File: config.mk
export PLATFORM = sky130hd
export DESIGN_NAME = ptp_time_counter
export DESIGN_NICKNAME = d
export VERILOG_FILES = /design/src/rtl/ptp_pkg.sv /design/src/rtl/ptp_ctrl.sv /design/src/rtl/ptp_datapath.sv /design/src/rtl/ptp_time_counter.sv
export SDC_FILE = /design/constraint.sdc
export NUM_CORES = 1
export LEC_CHECK = 0
export ABC_AREA = 1
export BUFFER_PORTS_ARGS = -buffer_cell sky130_fd_sc_hd__buf_4
export CORE_MARGIN = 1
export CORE_UTILIZATION = 50
export CTS_CLUSTER_DIAMETER = 200
export CTS_CLUSTER_SIZE = 8
export DETAILED_ROUTE_END_ITERATION = 7
export GPL_TIMING_DRIVEN = 0
export PLACE_DENSITY = 0.77
export SYNTH_ARGS = -nofsm -noshare
export SYNTH_HDL_FRONTEND = slang
export SYNTH_SLANG_ARGS = --single-unit
File: constraint.sdc
create_clock -name clk -period 5 [get_ports clk]
set_input_delay 0.75 -clock clk [delete_from_list [all_inputs] [get_ports clk]]
set_output_delay 0.75 -clock clk [all_outputs]
set_load 0.01 [all_outputs]
File: src/rtl/ptp_pkg.sv
package ptp_pkg;
  typedef struct packed {
    logic cntStep;    // raw counter adds period
    logic divToggle;  // divided state inverts
    logic clear;      // synchronous clear of run state
  } ptp_strobe_t;
endpackage

File: src/rtl/ptp_ctrl.sv
module ptp_ctrl
  import ptp_pkg::*;
#(
  parameter int ACC_W = 32,
  parameter int PSC_W = 16
) (
  input  logic             clk,
  input  logic             rstN,
  input  logic             enable,
  input  logic             softReset,
  input  logic             bypass,
  input  logic [ACC_W-1:0] addend,
  input  logic [PSC_W-1:0] prescale,
  output ptp_strobe_t      strobes
);
  logic [ACC_W-1:0] accQ;
  logic [ACC_W:0]   accSum;
  logic [PSC_W-1:0] pscQ;
  logic [PSC_W-1:0] nEff;
  logic             tick;
  logic             run;
  logic             pscWrap;

  assign accSum  = {1'b0, accQ} + {1'b0, addend};
  assign tick    = bypass | accSum[ACC_W];
  assign run     = enable & ~softReset;
  assign nEff    = (prescale == '0) ? PSC_W'(1) : prescale;
  assign pscWrap = ({1'b0, pscQ} + (PSC_W+1)'(1)) >= {1'b0, nEff};

  always_ff @(posedge clk or negedge rstN) begin
    if (!rstN) begin
      accQ <= '0;
      pscQ <= '0;
    end else if (softReset) begin
      accQ <= '0;
      pscQ <= '0;
    end else if (enable) begin
      accQ <= accSum[ACC_W-1:0];
      if (tick) pscQ <= pscWrap ? '0 : pscQ + PSC_W'(1);
    end
  end

  always_comb begin
    strobes.cntStep   = run & tick;
    strobes.divToggle = run & tick & pscWrap;
    strobes.clear     = softReset;
  end

  p_hold_when_off_r3: assert property (@(posedge clk) disable iff (!rstN)
    (!enable && !softReset) |=> ($stable(accQ) && $stable(pscQ)));
  p_clear_state_r4: assert property (@(posedge clk) disable iff (!rstN)
    softReset |=> (accQ == '0 && pscQ == '0));
  p_bypass_every_cycle_r2: assert property (@(posedge clk) disable iff (!rstN)
    (bypass && enable && !softReset) |-> strobes.cntStep);
  p_acc_advance_r1: assert property (@(posedge clk) disable iff (!rstN)
    (enable && !softReset) |=> accQ == ($past(accQ) + $past(addend)));
endmodule

File: src/rtl/ptp_datapath.sv
module ptp_datapath
  import ptp_pkg::*;
#(
  parameter int CNT_W = 64,
  parameter int PER_W = 8
) (
  input  logic             clk,
  input  logic             rstN,
  input  ptp_strobe_t      strobes,
  input  logic [PER_W-1:0] period,
  input  logic [CNT_W-1:0] offset,
  input  logic             outPhase,
  output logic [CNT_W-1:0] rawCount,
  output logic [CNT_W-1:0] timeNow,
  output logic             divClk
);
  logic [CNT_W-1:0] rawQ;
  logic             divQ;

  always_ff @(posedge clk or negedge rstN) begin
    if (!rstN) begin
      rawQ <= '0;
      divQ <= 1'b0;
    end else if (strobes.clear) begin
      rawQ <= '0;
      divQ <= 1'b0;
    end else begin
      if (strobes.cntStep)   rawQ <= rawQ + CNT_W'(period);
      if (strobes.divToggle) divQ <= ~divQ;
    end
  end

  assign rawCount = rawQ;
  assign timeNow  = rawQ + offset;
  assign divClk   = divQ ^ outPhase;

  p_step_by_period_r1: assert property (@(posedge clk) disable iff (!rstN)
    (strobes.cntStep && !strobes.clear) |=> rawCount == $past(rawCount) + CNT_W'($past(period)));
  p_no_step_holds_r3: assert property (@(posedge clk) disable iff (!rstN)
    (!strobes.cntStep && !strobes.clear) |=> $stable(rawCount));
  p_clear_raw_r4: assert property (@(posedge clk) disable iff (!rstN)
    strobes.clear |=> rawCount == '0);
  p_toggle_flips_r6: assert property (@(posedge clk) disable iff (!rstN)
    (strobes.divToggle && !strobes.clear) |=> divQ != $past(divQ));
endmodule

File: src/rtl/ptp_time_counter.sv
module ptp_time_counter
  import ptp_pkg::*;
#(
  parameter int CNT_W = 64,
  parameter int ACC_W = 32,
  parameter int PER_W = 8,
  parameter int PSC_W = 16
) (
  input  logic             clk,
  input  logic             rstN,
  input  logic             enable,
  input  logic             softReset,
  input  logic             bypass,
  input  logic             outPhase,
  input  logic [ACC_W-1:0] addend,
  input  logic [PER_W-1:0] period,
  input  logic [PSC_W-1:0] prescale,
  input  logic [CNT_W-1:0] offset,
  output logic [CNT_W-1:0] rawCount,
  output logic [CNT_W-1:0] timeNow,
  output logic             divClk
);
  ptp_strobe_t strobes;

  ptp_ctrl #(.ACC_W(ACC_W), .PSC_W(PSC_W)) u_ctrl (
    .clk(clk), .rstN(rstN), .enable(enable), .softReset(softReset),
    .bypass(bypass), .addend(addend), .prescale(prescale), .strobes(strobes)
  );

  ptp_datapath #(.CNT_W(CNT_W), .PER_W(PER_W)) u_dp (
    .clk(clk), .rstN(rstN), .strobes(strobes), .period(period),
    .offset(offset), .outPhase(outPhase), .rawCount(rawCount),
    .timeNow(timeNow), .divClk(divClk)
  );
endmodule

==> flow_summary.ini, run 1 <==
[setup_path]
required_ns = 4.25
worstRegToRegCells = 19
max_stage_delay_ns = 0.66
r2r_start = u_ctrl.pscQ[0]
path_common_cell = nand2_1
worstPathArrival_ns = 3.38
worstSetupEndpointType = output pin
critPathKind = reg -> out
slowest_stage = o21ai_0
cp_cell_sequence = ha_1, nand2_1, nor2_1, inv_1, o21ai_0, a21oi_1, nand2_1, nand2_1, nand2_1, nand2_1, nand2_1, buf_4
startpoint_type = flop
critPathMaxFanout = 8
reg2reg_setup_slack_ns = 1.69
reg2reg_to = u_ctrl.pscQ[13]

[layout]
design_area_um2 = 17900
syn2layout_area_growth_pct = 20.4
drive_above_1_share = 0.116
fin_nets = 3137
antennaDiodeCount = 0

[sta]
finClkSkew_ns = 0.0114
fin_crit_sh = 0.825
rsz0062_at_grt = false
period_needed_ns = 4.13
clock.fmax_mhz = 242
setup_ws_ns = 0.875
final_max_slew_viol_count = 0
slew_headroom = 0.450
setup_violations = 0
hold_viol_final = 0
fin_tns_setup_ns = 0
whs_ns = 0.197
tightest_slew_ns = 0.817

[grt]
gr-total-overflow = 0
grt_start_max_net_pins = 85
gr-usage-all-layers = 0.395
grt_pass1_wl_um = 92200
grt_pass1_vias = 16700
grt_antenna_before_repair = 1

[clock_network]
root_buffer = clkbuf_16
holdBufCountCts = 0
cts_tree = built
cts.sinks = 113
cts_buffers = 17
clock_path_buffers = 2
insertion_delay_ns = 0.43
clkTransAtPathRegs_ns = 0.06
h-tree-depth = 4
cts_setup_buffers = 0
cts_resized = 0

[logic_synthesis]
syn_nets = 2864
netlist_area_um2 = 14900
synth_cell_types = 44
ys_async_sr_fraction = 1.00
synth_edf_count = 0
yosys_warnings = 0
synth_ff_type = dfrtp_1
synth_cells = 2615
syn_avg_cell_area_um2 = 5.68
ys_ff_latch = 113
ys_seq_area_frac = 0.190

[hold_path]
hold_path_class = in -> async

[floorplan]
die_w_um = 174
core_um2 = 28900
rows = 62
die_h_um = 174
dieArea_um2 = 30400
ios = 255
start_util = 0.513

[power]
leakagePower_uw = 0.0100
peakVddDrop_mv = 0.199
power.density_nw_per_um2 = 194
finalPower_uw = 3470

[run]
drv_cap = 0

[routing]
drcViolationCount = 0
ant_nets = 0
num_vias = 18400
wl_per_cell_um = 18.6
drtIter0Drc = 2223
via_per_inst = 5.61
first_pass_iters = 8
drt-total-wl_um = 61000

[placed_design]
routabilityCongestion = 1.04
hpwlAfterDp_um = 50300
place_area_um2 = 17300
io_buffers = 253
place_ws_ns = 1.06

[status]
outcome = completed
[registers in the layout, indices dropped and copies added, names as in the netlist]
| register | count |
|---|---|
| u_dp.rawCount | 64 |
| u_dp.divQ | 1 |
| u_ctrl.accQ | 32 |
| u_ctrl.pscQ | 16 |
[routing by layer]
metal / vias up / global-route usage / share of wire
met5: - / 0 / 0.00021
met4: 2 / 0.102 / 0.021
met3: 89 / 0.0836 / 0.11
met2: 1046 / 0.600 / 0.43
met1: 8411 / 0.564 / 0.44
li1: 8887 / - / -
[layout by cell type, fill, tap and decap left out, types with 2 or more instances in the layout]
cell type,synthesis,routed
inv_6,0,3
nand3b_1,20,20
o21a_1,3,3
clkinv_4,0,5
buf_2,9,9
nor4_1,4,4
fa_1,3,3
a21o_1,7,7
o21ai_0,130,130
xor2_1,58,58
or2_2,9,9
nand2_2,7,7
clkinvlp_4,0,2
inv_2,3,3
nand2_1,931,931
buf_6,5,6
clkbuf_16,0,17
clkbuf_1,10,10
nor3_1,41,41
ha_1,120,120
nor3_2,2,2
a21oi_2,2,2
nand3_1,207,207
nand4_1,50,50
bufinv_16,0,3
and2_1,2,2
xnor2_1,9,9
o21ai_2,6,6
o31ai_1,3,3
buf_4,0,252
o21ai_1,4,4
nor2_2,3,3
a21oi_1,136,136
nor2_1,293,293
dfrtp_1,113,113
o21bai_1,20,20
inv_1,392,392
[power breakdown]
part           switching [uW]  internal [uW]  total [uW]
Sequential               52.7            968        1020
Combinational             709            419        1130
Clock                     515            804        1320
Total                    1280           2190        3470
[per-stage QoR]
step	utilization	cells
finish	0.618	3285
global route	0.618	3285
CTS	0.618	3285
detailed placement	0.597	3253
global placement	0.596	3252
floorplan	-	2615
[layout make-up]
type | count | area, um2
Fill cell | 2889 | 11100
Multi-Input combinational cell | 2080 | 10400
Sequential cell | 113 | 2830
Timing Repair Buffer | 254 | 1930
Inverter | 396 | 1490
Tap cell | 384 | 480
Clock buffer | 18 | 439
Clock inverter | 14 | 180
Buffer | 26 | 148
[worst max-delay path, delay by kind of cell (launching register included)]
kind,cells,cell delay [ns]
buffers and inverters,2,0.18
flip-flops,1,0.54
adder cells (fa/ha/maj),1,0.48
AND/OR/NAND/NOR,7,0.99
AO/OA/AOI/OAI,2,0.74
[kinds of logic after synthesis]
logic type | after synthesis | share of synthesized area
flip-flops | 113 | 0.190
AND/OR/NAND/NOR | 1573 | 0.439
buffers and inverters | 422 | 0.110
XOR/XNOR | 67 | 0.0395
AO/OA/AOI/OAI | 317 | 0.116
adder cells (fa/ha/maj) | 123 | 0.105
[cells in the mapped netlist (2+ instances only)]
library cell,n,area share
nand2_1,931,0.24
inv_1,392,0.099
nor2_1,293,0.074
nand3_1,207,0.070
a21oi_1,136,0.046
o21ai_0,130,0.044
ha_1,120,0.10
dfrtp_1,113,0.19
xor2_1,58,0.034
nand4_1,50,0.021
nor3_1,41,0.014
nand3b_1,20,0.010
o21bai_1,20,0.010
clkbuf_1,10,0.0025
buf_2,9,0.0030
or2_2,9,0.0038
xnor2_1,9,0.0053
a21o_1,7,0.0035
nand2_2,7,0.0029
o21ai_2,6,0.0035
buf_6,5,0.0038
nor4_1,4,0.0017
o21ai_1,4,0.0013
fa_1,3,0.0040
inv_2,3,0.00076
nor2_2,3,0.0013
o21a_1,3,0.0015
o31ai_1,3,0.0015
a21oi_2,2,0.0012
and2_1,2,0.00084
nor3_2,2,0.0013
[worst max-delay path by stage]
stage,start,endpoint,cells past startpoint
CTS,u_dp.rawCount[27],timeNow[63],12
global placement,offset[0],timeNow[58],18
floorplan,offset[0],timeNow[58],16
finish,u_dp.rawCount[27],timeNow[63],12
detailed placement,offset[0],timeNow[48],16
global route,u_dp.rawCount[28],timeNow[63],12
(Power assumes the default switching activity.)
==> run 2: changes to the inputs <==
==> constraint.sdc (replaced) <==
create_clock -name clk -period 3.8 [get_ports clk]
set_input_delay 0.57 -clock clk [delete_from_list [all_inputs] [get_ports clk]]
set_output_delay 0.57 -clock clk [all_outputs]
set_load 0.01 [all_outputs]
==> run 2 against run 1 <==
  * The run now ends with negative setup slack left
  * Power is 32% higher
  * Clock skew is 0.0013 ns lower
  * Hold slack worse by 0.18 ns
  * Die area stayed put
  * Count of clock-buffer cells in the layout stayed put
  * Final cell count stayed put
  * Register-to-register slack worse by 1.2 ns
  * First-iteration DRC count is 1.5% higher
  * Sequential share of layout area hardly changed
  * Global-route usage hardly changed
  * Critical path depth is 3 lower
==> flow_summary.ini, run 2 (synthesis gave the netlist of run 1 again) <==
[sta]
setup_violations = 1
fin_crit_sh = 1.02
whs_ns = 0.0150
clock.fmax_mhz = 258
tightest_slew_ns = 0.707
final_max_slew_viol_count = 0
finClkSkew_ns = 0.0101
hold_viol_final = 0
setup_ws_ns = -0.0713
period_needed_ns = 3.87
slew_headroom = 0.523
rsz0062_at_grt = true

[floorplan]
die_w_um = 174
ios = 255
dieArea_um2 = 30400
rows = 62
die_h_um = 174
core_um2 = 28900
start_util = 0.513

[setup_path]
max_stage_delay_ns = 0.57
reg2reg_setup_slack_ns = 0.47
critPathKind = reg -> out
startpoint_type = flop
critPathMaxFanout = 8
slowest_stage = dfrtp_1
worstPathArrival_ns = 3.30
required_ns = 3.23
worstSetupEndpointType = output pin
cp_cell_sequence = ha_1, nand2_1, nor2_1, nand2_1, nor2_1, nand3_1, nand3_1, xor2_1, buf_4

[clock_network]
cts.sinks = 113
cts_tree = built
cts_setup_buffers = 0
h-tree-depth = 4
insertion_delay_ns = 0.44
root_buffer = clkbuf_16
cts_buffers = 17
clock_path_buffers = 2
clkTransAtPathRegs_ns = 0.06
holdBufCountCts = 0

[placed_design]
routabilityCongestion = 1.04
placed_cells = 3253
place_ws_ns = 0.220
place_area_um2 = 17300
io_buffers = 253
hpwlAfterDp_um = 50300

[layout]
largest_reg_flops = 64
mostFrequentLayoutCells = nand2_1 (926), inv_1 (392), nor2_1 (292)
design_area_um2 = 17900
antennaDiodeCount = 0
final_common_cell = nand2_1
drive_above_1_share = 0.121
fin_nets = 3137
post-route-util = 0.619
final_cells = 3285
syn2layout_area_growth_pct = 20.6

[grt]
gr-usage-all-layers = 0.395
grt_pass1_wl_um = 92200
grt_antenna_before_repair = 0
gr-total-overflow = 0
grt_pass1_vias = 16700
grt_start_max_net_pins = 85

[routing]
first_pass_iters = 6
drcViolationCount = 0
drt-total-wl_um = 61200
num_vias = 18600
wl_per_cell_um = 18.6
via_per_inst = 5.65
drtIter0Drc = 2256
ant_nets = 0

[status]
violations = negative setup slack
outcome = finished with violations

[power]
leakagePower_uw = 0.0100
peakVddDrop_mv = 0.263
power.density_nw_per_um2 = 255

[hold_path]
hold_path_class = in -> async

[run]
drv_cap = 0
[run 2: per-stage QoR]
stage / setup TNS, ns / total power [uW]
floorplan: 0 / 2240
global placement: 0 / 2780
detailed placement: 0 / 2810
CTS: 0 / 4530
global route: -0.105 / 4780
finish: -0.0713 / 4560
[run 2: path summary, 6_finish.rpt]
path	startpoint	to	depth (start not counted)
worst max-delay path	u_dp.rawCount[34]	timeNow[39]	9
worst min-delay path	rstN	u_ctrl.accQ[23]	1
worst max register to register	u_dp.rawCount[0]	u_dp.rawCount[48]	12
worst min register to register	u_ctrl.accQ[13]	u_ctrl.accQ[13]	2
max in group asynchronous	rstN	u_dp.rawCount[58]	2
min in group clk	period[0]	u_dp.rawCount[0]	4
[run 2: what timing repair did]
action / 4_1_cts / 5_1_grt
gates cloned: 0 / 0
pin swaps: 0 / 0
setup endpoints to repair: 4 / 17
gates resized for setup: 3 / 13
[run 2: routing by layer]
metal | share of wire | track usage | vias up | routed length [um]
met2 | 0.43 | 0.600 | 1076 | 26100
met4 | 0.024 | 0.102 | 0 | 1450
li1 | - | - | 8909 | -
met3 | 0.11 | 0.0836 | 110 | 6950
met5 | 0 | 0 | - | 0
met1 | 0.44 | 0.564 | 8469 | 26600
[run 2: report_power, final]
| part | internal (uW) | total (uW) | switching [uW] |
|---|---|---|---|
| clock | 1060 | 1730 | 675 |
| combinational | 554 | 1490 | 934 |
| sequential | 1270 | 1340 | 70.4 |
| total | 2880 | 4560 | 1680 |
[run 2: cell type report]
cell class / instances / area (um2)
timing repair buffer: 254 / 1930
clock buffer: 18 / 439
multi-input combinational: 2080 / 10400
fill: 2887 / 11000
sequential: 113 / 2830
buffer: 26 / 148
clock inverter: 14 / 180
tap: 384 / 480
inverter: 396 / 1490
[run 2: worst max-delay path: cells and delay by family, from the launching register on]
family        cells  cell delay (ns)
flops             1             0.57
simple gates      6             1.47
fa+ha+maj         1             0.53
buf+inv           1             0.14
xor+xnor          1             0.15
==> run 3: changes to the inputs <==
--- a/config.mk
+++ b/config.mk
@@ -14,6 +14,7 @@
 export DETAILED_ROUTE_END_ITERATION = 7
 export GPL_TIMING_DRIVEN = 0
 export PLACE_DENSITY = 0.77
+export RECOVER_POWER = 25
 export SYNTH_ARGS = -nofsm -noshare
 export SYNTH_HDL_FRONTEND = slang
 export SYNTH_SLANG_ARGS = --single-unit
==> constraint.sdc (replaced) <==
create_clock -name clk -period 4.7 [get_ports clk]
set_input_delay 0.705 -clock clk [delete_from_list [all_inputs] [get_ports clk]]
set_output_delay 0.705 -clock clk [all_outputs]
set_load 0.01 [all_outputs]
==> run 3 against run 2 <==
  * The run ends with max-capacitance violations, max-slew violations left
  * Critical path depth rose by 3
  * Core utilization fell by 0.23 points
  * Hold slack improved by 0.47 ns
  * Clock skew rose by 0.0018 ns
  * Die area did not move
  * Cell area fell by 0.37%
  * Final cell count did not move
  * Routed wire length fell by 0.21%
  * Via count fell by 0.31%
  * Critical path type unchanged
  * Largest cell class unchanged
==> flow_summary.ini, run 3 (synthesis gave the netlist of run 1 again) <==
[layout]
largest_reg_flops = 64
antennaDiodeCount = 0
syn2layout_area_growth_pct = 20.2
nFillCells = 2894
fin_nets = 3137
drive_above_1_share = 0.116
final_common_cell = nand2_1
mostFrequentLayoutCells = nand2_1 (931), inv_1 (392), nor2_1 (293)

[grt]
grt_pass1_vias = 16700
gr-usage-all-layers = 0.395
grt_start_max_net_pins = 85
grt_antenna_before_repair = 1
gr-total-overflow = 0
grt_pass1_wl_um = 92200

[power]
peakVddDrop_mv = 0.210
p_sw_uw = 1350
power.internal_uw = 2330
pwr-share-comb = 0.325
clock_power_share = 0.380
leakagePower_uw = 0.00999
power.density_nw_per_um2 = 206
switching_share = 0.368
finalPower_uw = 3680
sequentialPowerShare = 0.295

[placed_design]
io_buffers = 253
hpwlAfterDp_um = 50300
routabilityCongestion = 1.04

[floorplan]
core_um2 = 28900
dieArea_um2 = 30400
die_h_um = 174
start_util = 0.513
rows = 62
die_w_um = 174
ios = 255

[setup_path]
slowest_stage = o21ai_0
max_stage_delay_ns = 0.65
critPathKind = reg -> out
worstPathArrival_ns = 3.38
critPathMaxFanout = 8
required_ns = 3.99
worstSetupEndpointType = output pin
cp_cell_sequence = ha_1, nand2_1, nor2_1, inv_1, o21ai_0, a21oi_1, nand2_1, nand2_1, nand2_1, nand2_1, nand2_1, buf_4
startpoint_type = flop
path_buf_inv = 2
path_common_cell = nand2_1
cp_top_family = simple AND/OR/NAND/NOR gates

[clock_network]
cts_tree = built
cts_setup_buffers = 0
clock_path_buffers = 2
cts_buffers = 17
clkTransAtPathRegs_ns = 0.06
holdBufCountCts = 0
h-tree-depth = 4
cts_resized = 0
insertion_delay_ns = 0.43
cts.sinks = 113
root_buffer = clkbuf_16

[sta]
final_max_slew_viol_count = 116
hold_viol_final = 0
clock.fmax_mhz = 245
tightest_slew_ns = 2.29
slew_headroom = -0.526
setup_violations = 0
rsz0062_at_grt = false
fin_tns_setup_ns = 0
period_needed_ns = 4.09
finClkSkew_ns = 0.0119
fin_crit_sh = 0.869

[routing]
via_per_inst = 5.63
ant_nets = 0
drcViolationCount = 0
first_pass_iters = 6
num_vias = 18500
drt-total-wl_um = 61000
wl_per_cell_um = 18.6
drtIter0Drc = 2164

[status]
violations = max-capacitance violations, max-slew violations
outcome = finished with violations

[hold_path]
hold_path_class = reg -> reg

[run]
drv_cap = 2
==> run 3: per-stage QoR <==
stage | instance area (um2) | cells | setup slack, ns | hold slack [ns] | utilization
2_1_floorplan | 14900 | 2615 | 1.64 | 0.409 | -
3_5_place_dp | 17300 | 3253 | 0.850 | 0.470 | 0.597
6_report | 17900 | 3285 | 0.615 | 0.487 | 0.617
5_1_grt | 17900 | 3285 | 0.323 | 0.508 | 0.617
4_1_cts | 17900 | 3285 | 0.742 | 0.166 | 0.618
3_3_place_gp | 17200 | 3252 | 0.864 | 0.467 | 0.596
==> run 3: final timing paths <==
path / end / startpoint / slack, ns / cells after the start
max in group asynchronous: u_dp.rawCount[59] / rstN / 0.94 / 2
setup reg to reg: u_dp.rawCount[48] / u_dp.rawCount[0] / 1.37 / 12
hold reg to reg: u_ctrl.accQ[30] / u_ctrl.accQ[30] / 0.49 / 2
setup / recovery: timeNow[63] / u_dp.rawCount[27] / 0.61 / 12
min in group asynchronous: u_ctrl.accQ[23] / rstN / 0.73 / 1
hold / removal: u_ctrl.accQ[30] / u_ctrl.accQ[30] / 0.49 / 2
==> run 3: cell type report <==
cell class | instances | area (um2) | area share
inverters | 396 | 1490 | 0.0834
flip-flops and latches | 113 | 2830 | 0.158
multi-input cells | 2080 | 10400 | 0.582
repair buffers | 254 | 1900 | 0.106
clock buffers | 18 | 439 | 0.0246
plain buffers | 26 | 148 | 0.00827
clock inverters | 14 | 180 | 0.0101
well taps | 384 | 480 | 0.0269
==> run 3: power groups by stage <==
stage / Sequential, uW / Clock [uW] / Combinational (uW)
2_1_floorplan: 1080 / 0 / 729
3_3_place_gp: 1100 / 0 / 1150
3_5_place_dp: 1100 / 0 / 1170
4_1_cts: 1080 / 1400 / 1180
5_1_grt: 1090 / 1450 / 1310
6_report: 1090 / 1400 / 1200
==> run 3: worst reg2reg max path, stage by stage, from the launching register on <==
cell and delay [ns]:
dfrtp_1 0.42, ha_1 0.28, fa_1 0.51, nand3_1 0.12, nand3_1 0.29, nand2_1 0.15
nand2_1 0.21, nand2_1 0.34, inv_1 0.27, nand2_1 0.33, o21ai_0 0.14, nand3_1 0.09
o21ai_0 0.08
==> run 3: metal layers <==
metal	vias to the layer above	part of all wire	global-route usage
met1	8438	0.44	0.564
met4	2	0.024	0.102
li1	8896	-	-
met2	1067	0.42	0.600
met3	103	0.12	0.0836
met5	-	0.00021	0
